$ cat src/rtl/bus_xcvr_pkg.sv
package bus_xcvr_pkg;

  // Active-low controls for one direction of one channel
  typedef struct packed {
    logic pen_n;   // path enable
    logic hold_n;  // low = transparent, rising = freeze
    logic oen_n;   // far-port drive enable
  } path_ctrl_t;

endpackage

$ cat src/rtl/xcvr_path.sv
module xcvr_path
  import bus_xcvr_pkg::*;
#(
  parameter int W = 8
) (
  input  logic         clk,
  input  logic         rst,
  input  path_ctrl_t   ctrl,
  input  logic [W-1:0] d_in,
  output logic [W-1:0] q_out,
  output logic [W-1:0] q_drv
);

  logic         open_w;
  logic         drive_w;
  logic [W-1:0] held;
  logic [W-1:0] view;

  assign open_w  = ~ctrl.pen_n & ~ctrl.hold_n;
  assign drive_w = ~ctrl.pen_n & ~ctrl.oen_n;

  always_ff @(posedge clk) begin
    if (rst)         held <= '0;
    else if (open_w) held <= d_in;
  end

  assign view  = open_w ? d_in : held;
  assign q_out = (drive_w && !rst) ? view : '0;
  assign q_drv = {W{drive_w && !rst}};

  AST_RESET_CLEARS: assert property (@(posedge clk)
    $past(rst) |-> held == '0) else $error("reset");

  AST_OPEN_LOADS: assert property (@(posedge clk) disable iff (rst)
    (!ctrl.pen_n && !ctrl.hold_n) |=> held == $past(d_in)) else $error("load");

  AST_FROZEN_HOLDS: assert property (@(posedge clk) disable iff (rst)
    (!ctrl.pen_n && ctrl.hold_n) |=> $stable(held)) else $error("freeze");

  AST_DISABLED_HOLDS: assert property (@(posedge clk) disable iff (rst)
    ctrl.pen_n |=> $stable(held)) else $error("disabled");

  AST_TRANSPARENT: assert property (@(posedge clk) disable iff (rst)
    (!ctrl.pen_n && !ctrl.hold_n && !ctrl.oen_n) |-> q_out == d_in) else $error("transp");

endmodule

$ cat src/rtl/xcvr_channel.sv
module xcvr_channel
  import bus_xcvr_pkg::*;
#(
  parameter int W = 8
) (
  input  logic         clk,
  input  logic         rst,
  input  path_ctrl_t   ab_ctrl,
  input  path_ctrl_t   ba_ctrl,
  input  logic [W-1:0] a_in,
  input  logic [W-1:0] b_in,
  output logic [W-1:0] b_out,
  output logic [W-1:0] b_drv,
  output logic [W-1:0] a_out,
  output logic [W-1:0] a_drv
);

  xcvr_path #(.W(W)) u_ab (
    .clk(clk), .rst(rst), .ctrl(ab_ctrl), .d_in(a_in),
    .q_out(b_out), .q_drv(b_drv)
  );

  xcvr_path #(.W(W)) u_ba (
    .clk(clk), .rst(rst), .ctrl(ba_ctrl), .d_in(b_in),
    .q_out(a_out), .q_drv(a_drv)
  );

  AST_DRV_UNIFORM: assert property (@(posedge clk) disable iff (rst)
    (b_drv == '0 || b_drv == '1) && (a_drv == '0 || a_drv == '1)) else $error("drv");

endmodule

$ cat src/rtl/bus_xcvr_latched.sv
module bus_xcvr_latched
  import bus_xcvr_pkg::*;
#(
  parameter int CH_W   = 8,
  parameter int NUM_CH = 2,
  localparam int BUS_W = CH_W * NUM_CH
) (
  input  logic              clk,
  input  logic              rst,
  input  logic [BUS_W-1:0]  a_in,
  input  logic [BUS_W-1:0]  b_in,
  input  logic [NUM_CH-1:0] ab_pen_n,
  input  logic [NUM_CH-1:0] ab_hold_n,
  input  logic [NUM_CH-1:0] ab_oen_n,
  input  logic [NUM_CH-1:0] ba_pen_n,
  input  logic [NUM_CH-1:0] ba_hold_n,
  input  logic [NUM_CH-1:0] ba_oen_n,
  output logic [BUS_W-1:0]  b_out,
  output logic [BUS_W-1:0]  b_drv,
  output logic [BUS_W-1:0]  a_out,
  output logic [BUS_W-1:0]  a_drv
);

  for (genvar c = 0; c < NUM_CH; c++) begin : g_ch
    path_ctrl_t ab_c;
    path_ctrl_t ba_c;
    assign ab_c = '{pen_n: ab_pen_n[c], hold_n: ab_hold_n[c], oen_n: ab_oen_n[c]};
    assign ba_c = '{pen_n: ba_pen_n[c], hold_n: ba_hold_n[c], oen_n: ba_oen_n[c]};

    xcvr_channel #(.W(CH_W)) u_ch (
      .clk    (clk),
      .rst    (rst),
      .ab_ctrl(ab_c),
      .ba_ctrl(ba_c),
      .a_in   (a_in[c*CH_W +: CH_W]),
      .b_in   (b_in[c*CH_W +: CH_W]),
      .b_out  (b_out[c*CH_W +: CH_W]),
      .b_drv  (b_drv[c*CH_W +: CH_W]),
      .a_out  (a_out[c*CH_W +: CH_W]),
      .a_drv  (a_drv[c*CH_W +: CH_W])
    );
  end

endmodule

$ cat config.mk
export PLATFORM = sky130hd
export DESIGN_NAME = bus_xcvr_latched
export DESIGN_NICKNAME = d
export VERILOG_FILES = /design/src/rtl/bus_xcvr_pkg.sv /design/src/rtl/xcvr_path.sv /design/src/rtl/xcvr_channel.sv /design/src/rtl/bus_xcvr_latched.sv
export SDC_FILE = /design/constraint.sdc
export NUM_CORES = 1
export LEC_CHECK = 0
export ABC_AREA = 1
export BUFFER_PORTS_ARGS = -buffer_cell sky130_fd_sc_hd__buf_2
export CAP_MARGIN = 30
export CORE_MARGIN = 2
export CORE_UTILIZATION = 30
export DETAILED_ROUTE_END_ITERATION = 12
export GPL_TIMING_DRIVEN = 1
export PLACE_DENSITY = 0.69
export SLEW_MARGIN = 20
export SYNTH_ARGS = -nofsm -noshare
export SYNTH_HDL_FRONTEND = slang
export SYNTH_SLANG_ARGS = --single-unit
$ cat constraint.sdc
create_clock -name clk -period 0.8 [get_ports clk]
set_input_delay 0 -clock clk [delete_from_list [all_inputs] [get_ports clk]]
set_output_delay 0 -clock clk [all_outputs]
set_load 0.03 [all_outputs]
==> results of run 1 <==
[sequential cells by signal (all words and copies together) (netlist names)]
name / count
g_ch.u_ch.u_ab.held: 16
g_ch.u_ch.u_ba.held: 16
[routing by layer]
metal,track usage,vias to the layer above,part of all wire
li1,-,1064,-
met1,0.1581,936,0.41
met2,0.2434,68,0.51
met3,0.03561,7,0.067
met4,0.04399,0,0.012
met5,0,-,0
[worst max path at each step]
| stage | startpoint | end | cells past startpoint |
|---|---|---|---|
| 3_5_place_dp | ab_pen_n[1] | b_drv[12] | 5 |
| 2_1_floorplan | g_ch[1].u_ch.u_ba.held[2] | a_out[10] | 4 |
| 4_1_cts | g_ch[1].u_ch.u_ba.held[5] | a_out[13] | 5 |
| 6_report | g_ch[1].u_ch.u_ab.held[5] | b_out[13] | 5 |
| 5_1_grt | g_ch[1].u_ch.u_ba.held[1] | a_out[9] | 5 |
| 3_3_place_gp | ba_pen_n[0] | a_drv[1] | 5 |
[critical path, stage by stage (launching register included)]
cell and delay, ps:
dfxtp_2 320, inv_2 30, o21ai_1 70, nand2_1 100, nor2_1 110, buf_4 170
[power by group through the flow]
| stage | logic [mW] | clock network, mW | registers, mW |
|---|---|---|---|
| global placement | 0.929 | 0 | 1.76 |
| finish | 1.23 | 1.06 | 1.75 |
| CTS | 1.11 | 1.12 | 1.73 |
| global route | 1.35 | 1.20 | 1.76 |
| detailed placement | 0.938 | 0 | 1.77 |
| floorplan | 0.713 | 0 | 1.76 |
[what timing repair did]
item | CTS | global route
pin swaps | 22 | 48
hold buffers | 0 | 0
endpoints found under the setup margin | 64 | 77
buffers inserted | 19 | 11
gates resized for setup | 44 | 111
gates cloned | 0 | 1
[per-stage QoR]
stage / std cells / hold WS (ps)
after floorplan: 309 / 200.1
after detailed placement: 461 / 320.9
after global placement: 461 / 313.0
after CTS: 485 / 31.59
final: 481 / 47.21
after global routing: 481 / 45.81
[cell type report]
type,instances,area [um2]
Sequential cell,32,663.1
Inverter,69,276.5
Timing Repair Buffer,127,825.8
Multi-Input combinational cell,173,872.1
Clock buffer,5,68.82
Fill cell,633,3226
Tap cell,75,93.84
[logic make-up after synthesis]
group | after synthesis | share of synthesized area
buffers and inverters | 105 | 0.2757
AO/OA/AOI/OAI | 32 | 0.08443
flip-flops | 32 | 0.3377
AND/OR/NAND/NOR | 140 | 0.3021
[Yosys cell counts]
| cell type | instances | area (um2) |
|---|---|---|
| inv_2 | 1 | 3.750 |
| buf_6 | 1 | 11.26 |
| o21ai_0 | 32 | 160.2 |
| nor2_1 | 65 | 244.0 |
| buf_4 | 31 | 232.7 |
| dfxtp_1 | 32 | 640.6 |
| nand2_2 | 4 | 25.02 |
| nand2_1 | 64 | 240.2 |
| buf_2 | 4 | 20.02 |
| nor2_2 | 3 | 18.77 |
| inv_1 | 68 | 255.2 |
| nor2_4 | 4 | 45.04 |
[cell usage in the layout (no fill, tap or decap), drive strengths merged]
cell / instances
dfxtp: 32
clkbuf: 9
clkinvlp: 4
buf: 123
nand2: 69
nor2: 72
o21ai: 32
inv: 65
==> results.yml, run 1 <==
logic_synthesis:
  yosysSeqAreaShare: 0.3377
  syn-cell-area_mm2: 0.001897
  synth_cells: 309
  synth_nets: 355
  avgSynthCellArea_um2: 6.139
  synth_seq_cells: 32
  ys_warn_count: 0
  synth_cell_type_count: 12
finish:
  area_growth_pct: 47.63
  final_util: 0.4647
  insertedDiodeCount: 0
  drive_gt1_frac: 0.5123
  fin_area_mm2: 0.002800
  final_nets: 454
routing:
  wl_per_cell_um: 10.34
  via_per_inst: 4.314
  finalWirelength_um: 4972
  drc: 0
  vias: 2075
  ant_nets: 0
  drt-initial-drc-count: 73
  dr.pass1.iters: 4
floorplanning:
  die-area_mm2: 0.006975
  coreArea_mm2: 0.006026
  io_pins: 110
  die-width_um: 83.52
  dieHeight_um: 83.52
  initial_core_util: 0.3148
  placementRows: 28
power:
  peakVddDrop_uv: 752.3
  switching_power_mw: 1.280
  powerDensity_mw_per_mm2: 1442
  seq_power_share: 0.433
  swShare: 0.3170
  p_total_mw: 4.039
  p_leak_nw: 1.504
  clkPwrFrac: 0.263
  p_int_mw: 2.758
  p_comb_frac: 0.304
grt:
  antenna_found_initial: 0
  grt_max_degree: 33
  grt_pass1_wl_um: 7921
  grt.overflow.total: 0
  grt_pass1_vias: 1851
  track_usage: 0.1362
critical_path:
  rr_endpoint: "g_ch[1].u_ch.u_ab.held[4]"
  path_max_fanout: 2
  worstPathRequired_ps: 800
  rrSetupSlack_ps: -40
  worstPathArrival_ps: 1070
  regToRegStartpoint: "g_ch[1].u_ch.u_ab.held[4]"
  ff2ff_path_depth: 6
  start_kind: "flip-flop"
  crit_type: "flip-flop to primary output"
  worstSetupEndpointType: "primary output"
sta:
  hold_viol: 0
  fin_skew_ps: 0
  setup_ws_ps: -270.9
  post-route-period-util: 1.339
  maxSlewViolCount: 0
  max_freq_ghz: 0.9338
  tightest_slew_ps: 454.3
  slew_headroom: 0.6971
  period_needed_ps: 1071
  setup_violations: 41
  rsz0062_at_grt: "true"
  setup-tns-final_ps: -7078
hold_path:
  hold_start: "a_in[7]"
  hold_end: "g_ch[0].u_ch.u_ab.held[7]"
  hold_class: "primary input to flip-flop"
  whs_path_depth: 5
clock_tree:
  clock-sinks: 32
  cts-buffers-inserted: 5
  cts_tree: "done"
  clock_path_buffers: 2
  cts.clk_slew.worst_paths_ps: 60
  ctsRootBufferMaster: "clkbuf_8"
  cts.htree.levels: 2
  insertion_delay_ps: 270
outcome:
  violations: "setup timing"
  status: "finished with violations"
placement:
  pre_cts_slack_ps: -58.46
  placed_cell_area_mm2: 0.002320
  place_hpwl_um: 3375
  portBuffers: 109
  place.gp.congestion: 0.7370
run:
  drv_cap: 0
(Power assumes the default switching activity.)
==> run 2: changes to the inputs <==
Settings changed: PLACE_DENSITY 0.69 to unset, PLACE_DENSITY_LB_ADDON set to 0.3.
==> results.yml, run 2 (same netlist as run 1, synthesis figures left out) <==
placement:
  portBuffers: 109
  place_hpwl_um: 3093
  place.gp.congestion: 0.7916
clock_tree:
  cts.clk_slew.worst_paths_ps: 60
  ctsRootBufferMaster: "clkbuf_8"
  cts.htree.levels: 2
  cts-buffers-inserted: 5
  cts_hold_buf: 0
  insertion_delay_ps: 270
  cts_tree: "done"
  clock_path_buffers: 2
  clock-sinks: 32
floorplanning:
  die-area_mm2: 0.006975
  dieHeight_um: 83.52
  coreArea_mm2: 0.006026
  io_pins: 110
  placementRows: 28
  die-width_um: 83.52
  initial_core_util: 0.3148
sta:
  setup_ws_ps: -276.6
  fin_skew_ps: 0
  tightest_slew_ps: 438.3
  post-route-period-util: 1.346
  maxSlewViolCount: 0
  hold_viol: 0
  setup-tns-final_ps: -8298
  setup_violations: 52
  period_needed_ps: 1077
  fin_worst_hold_slack_ps: 33.37
  slew_headroom: 0.7078
  rsz0062_at_grt: "true"
  max_freq_ghz: 0.9289
finish:
  insertedDiodeCount: 0
  final_common_cell: "buf_2"
  num-fill-cells: 669
  final-seq-area_um2: 661.9
  multi_input_area_um2: 825.8
  drive_gt1_frac: 0.4892
  mostFrequentLayoutCells: "72 x buf_2, 65 x nand2_1, 54 x inv_1, 52 x nor2_1, 45 x buf_4"
  top_regs: "g_ch.u_ch.u_ab.held x16, g_ch.u_ch.u_ba.held x16"
  final_nets: 461
  area_growth_pct: 48.15
grt:
  track_usage: 0.1330
  antenna_found_initial: 0
  grt_max_degree: 33
  grt_pass1_wl_um: 7741
  grt.overflow.total: 0
  grt_pass1_vias: 1756
power:
  p_leak_nw: 1.536
  powerDensity_mw_per_mm2: 1468
  peakVddDrop_uv: 753.5
routing:
  wl_per_cell_um: 9.914
  drc: 0
  finalWirelength_um: 4858
  drt-initial-drc-count: 53
  ant_nets: 0
  via_per_inst: 4.184
  vias: 2050
  dr.pass1.iters: 4
critical_path:
  worstPathArrival_ps: 1080
  worstSetupEndpointType: "primary output"
  regToRegStartpoint: "g_ch[1].u_ch.u_ab.held[3]"
  crit_type: "flip-flop to primary output"
  critPathLaunch: "g_ch[1].u_ch.u_ab.held[7]"
  start_kind: "flip-flop"
  worstPathRequired_ps: 800
  path_max_fanout: 2
hold_path:
  hold_start: "b_in[3]"
  hold_class: "primary input to flip-flop"
outcome:
  status: "finished with violations"
  violations: "setup timing"
run:
  drv_cap: 0
## run 2: critical path, cell delays in order, from the launching register on
cell and delay, ps:
dfxtp_1 310, inv_1 30, o21ai_1 70, nand2_1 80, nor2_1 140, buf_4 180
## run 2: layout make-up
cell class                 instances  share of cell area
multi-input combinational        173              0.2939
inverter                          69             0.09840
sequential                        32              0.2355
clock inverter                     1            0.001781
tap                               75             0.03339
clock buffer                       6             0.02582
timing repair buffer             134              0.3112
## run 2: report_power, final
group / total (mW) / switching, mW / leakage (nW) / internal (mW)
clock: 1.13 / 0.539 / 0.0410 / 0.590
sequential: 1.74 / 0.0310 / 0.270 / 1.71
combinational: 1.25 / 0.731 / 1.22 / 0.520
## run 2: final timing paths
path	endpoint	slack (ps)	cells after the start
setup / recovery	b_out[15]	-280	5
hold / removal	g_ch[0].u_ch.u_ba.held[3]	30	5
setup reg to reg	g_ch[1].u_ch.u_ab.held[3]	-160	7
hold reg to reg	g_ch[1].u_ch.u_ab.held[6]	530	4
## run 2: routing by layer
metal  wire length (um)  track usage  vias up
li1                   -            -     1077
met2               2373       0.2251       65
met3                333      0.04451        2
met5                  0            0        -
met1               2136       0.1622      906
met4                 15      0.03519        0
## run 2: timing repair
action,CTS,global route
resized for setup,46,84
endpoints found under the setup margin,64,74
setup buffers,16,12
pin swaps,21,44
gates cloned,1,0
## run 2: metrics by stage
step                utilization  cell area, um2  worst slack, ps  total power [mW]  std cells
floorplan                     -            1926           -53.32             2.469        309
global placement         0.3812            2297           -47.19             2.673        458
detailed placement       0.3812            2297           -58.50             2.676        458
CTS                      0.4327            2608           -274.4             4.004        482
global route             0.4664            2810           -355.7             4.397        490
finish                   0.4664            2810           -276.6             4.124        490
==> run 3: changes to the inputs <==
Settings changed: CORE_UTILIZATION 30 to 44.
==> results.yml, run 3 (same netlist as run 1, synthesis figures left out) <==
outcome:
  status: "finished with violations"
  violations: "setup timing"
power:
  peakVddDrop_uv: 1219
  p_leak_nw: 1.536
  powerDensity_mw_per_mm2: 1517
floorplanning:
  placementRows: 23
  coreArea_mm2: 0.004086
  die-width_um: 69.66
  die-area_mm2: 0.004852
  initial_core_util: 0.4642
  io_pins: 110
  dieHeight_um: 69.66
placement:
  placed_cell_area_mm2: 0.002308
  portBuffers: 109
  place_hpwl_um: 3021
  place.gp.congestion: 0.7478
  pre_cts_slack_ps: -83.27
critical_path:
  crit_chain: "inv_2, o21ai_1, nand2_1, nor2_1, buf_4"
  crit_type: "flip-flop to primary output"
  path_max_fanout: 2
  critPathSlowestCell: "dfxtp_2"
  ff2ff_path_depth: 5
  start_kind: "flip-flop"
  worstPathRequired_ps: 800
  worstPathArrival_ps: 1100
  worstSetupEndpointType: "primary output"
  slowest_delay_ps: 320
clock_tree:
  cts_tree: "done"
  clock_path_buffers: 2
  cts.htree.levels: 2
  insertion_delay_ps: 270
  ctsRootBufferMaster: "clkbuf_8"
  clock-sinks: 32
  cts.clk_slew.worst_paths_ps: 70
  cts-buffers-inserted: 5
sta:
  tightest_slew_ps: 426.3
  hold_viol: 0
  rsz0062_at_grt: "true"
  slew_headroom: 0.7158
  post-route-period-util: 1.379
  max_freq_ghz: 0.9067
  period_needed_ps: 1103
  fin_skew_ps: 0
  setup_violations: 40
  maxSlewViolCount: 0
  setup_ws_ps: -302.9
hold_path:
  whs_path_depth: 5
  hold_class: "primary input to flip-flop"
finish:
  final_nets: 458
  area_growth_pct: 46.24
  drive_gt1_frac: 0.5061
  top_regs: "g_ch.u_ch.u_ab.held x16, g_ch.u_ch.u_ba.held x16"
  fin_area_mm2: 0.002774
  insertedDiodeCount: 0
  final_util: 0.6788
  mostFrequentLayoutCells: "74 x buf_2, 62 x nand2_1, 52 x inv_1, 48 x nor2_1, 47 x buf_4"
  final_common_cell: "buf_2"
routing:
  vias: 2041
  finalWirelength_um: 4646
  via_per_inst: 4.408
  drc: 0
  dr.pass1.iters: 4
  drt-initial-drc-count: 85
  ant_nets: 0
  wl_per_cell_um: 10.03
grt:
  track_usage: 0.1810
  grt_pass1_vias: 1758
  antenna_found_initial: 0
  grt_pass1_wl_um: 7272
  grt_max_degree: 33
  grt.overflow.total: 0
run:
  drv_cap: 0
## run 3: changes by cell type in the layout (fill, tap and decap cells not counted), moves of 3 or more
cell and change:
nand2_1 -3, o21ai_1 +4, nor2_1 -4, inv_2 +3, o21ai_0 -4, nor2_2 +6
buf_6 -5
## run 3: final cells by class
class	count	area [um2]
fillers	372	1313
repair buffers	132	848.3
multi-input cells	172	837.1
flip-flops and latches	32	661.9
inverters	69	274.0
clock buffers	8	90.09
well taps	50	62.56
## run 3: metrics by stage
| stage | setup TNS (ps) | total power, mW | hold WS [ps] | std cells |
|---|---|---|---|---|
| final | -7367 | 4.208 | 39.05 | 463 |
| after detailed placement | -1796 | 2.697 | 320.9 | 437 |
| after global routing | -10950 | 4.459 | 54.53 | 463 |
| after floorplan | -2863 | 2.469 | 200.1 | 309 |
| after CTS | -8219 | 4.134 | 34.16 | 463 |
| after global placement | -1505 | 2.687 | 314.7 | 437 |
## run 3: what timing repair did
item | CTS | global route
setup buffers | 18 | 8
cloned | 0 | 0
pin swaps | 22 | 39
endpoints found under the setup margin | 48 | 75
resized for setup | 60 | 77
hold buffers | 0 | 0
## run 3: worst paths after layout
kind	slack (ps)	start	endpoint
max	-300	g_ch[0].u_ch.u_ba.held[6]	a_out[6]
min	40	a_in[3]	g_ch[0].u_ch.u_ab.held[3]
max reg2reg	0	g_ch[0].u_ch.u_ba.held[6]	g_ch[0].u_ch.u_ba.held[6]
min reg2reg	540	g_ch[0].u_ch.u_ba.held[3]	g_ch[0].u_ch.u_ba.held[3]
## run 3: routing by layer
| layer | vias to the layer above | routed length [um] | share of wire | track usage |
|---|---|---|---|---|
| met4 | 0 | 19 | 0.0041 | 0.03846 |
| li1 | 1068 | - | - | - |
| met2 | 76 | 2363 | 0.51 | 0.3259 |
| met1 | 895 | 1932 | 0.42 | 0.2132 |
| met5 | - | 0 | 0 | 0 |
| met3 | 2 | 331 | 0.071 | 0.05233 |
## run 3: report_power, final
group | switching, mW | internal, mW
Sequential | 0.0325 | 1.71
Combinational | 0.725 | 0.487
Clock | 0.550 | 0.701
Total | 1.31 | 2.90
## run 3: critical path, delay by kind of cell (launching register included)
kind,cells,cell delay (ps)
buffers and inverters,2,190
and+or+nand+nor,2,240
DFF,1,320
AOI/OAI and AO/OA,1,80
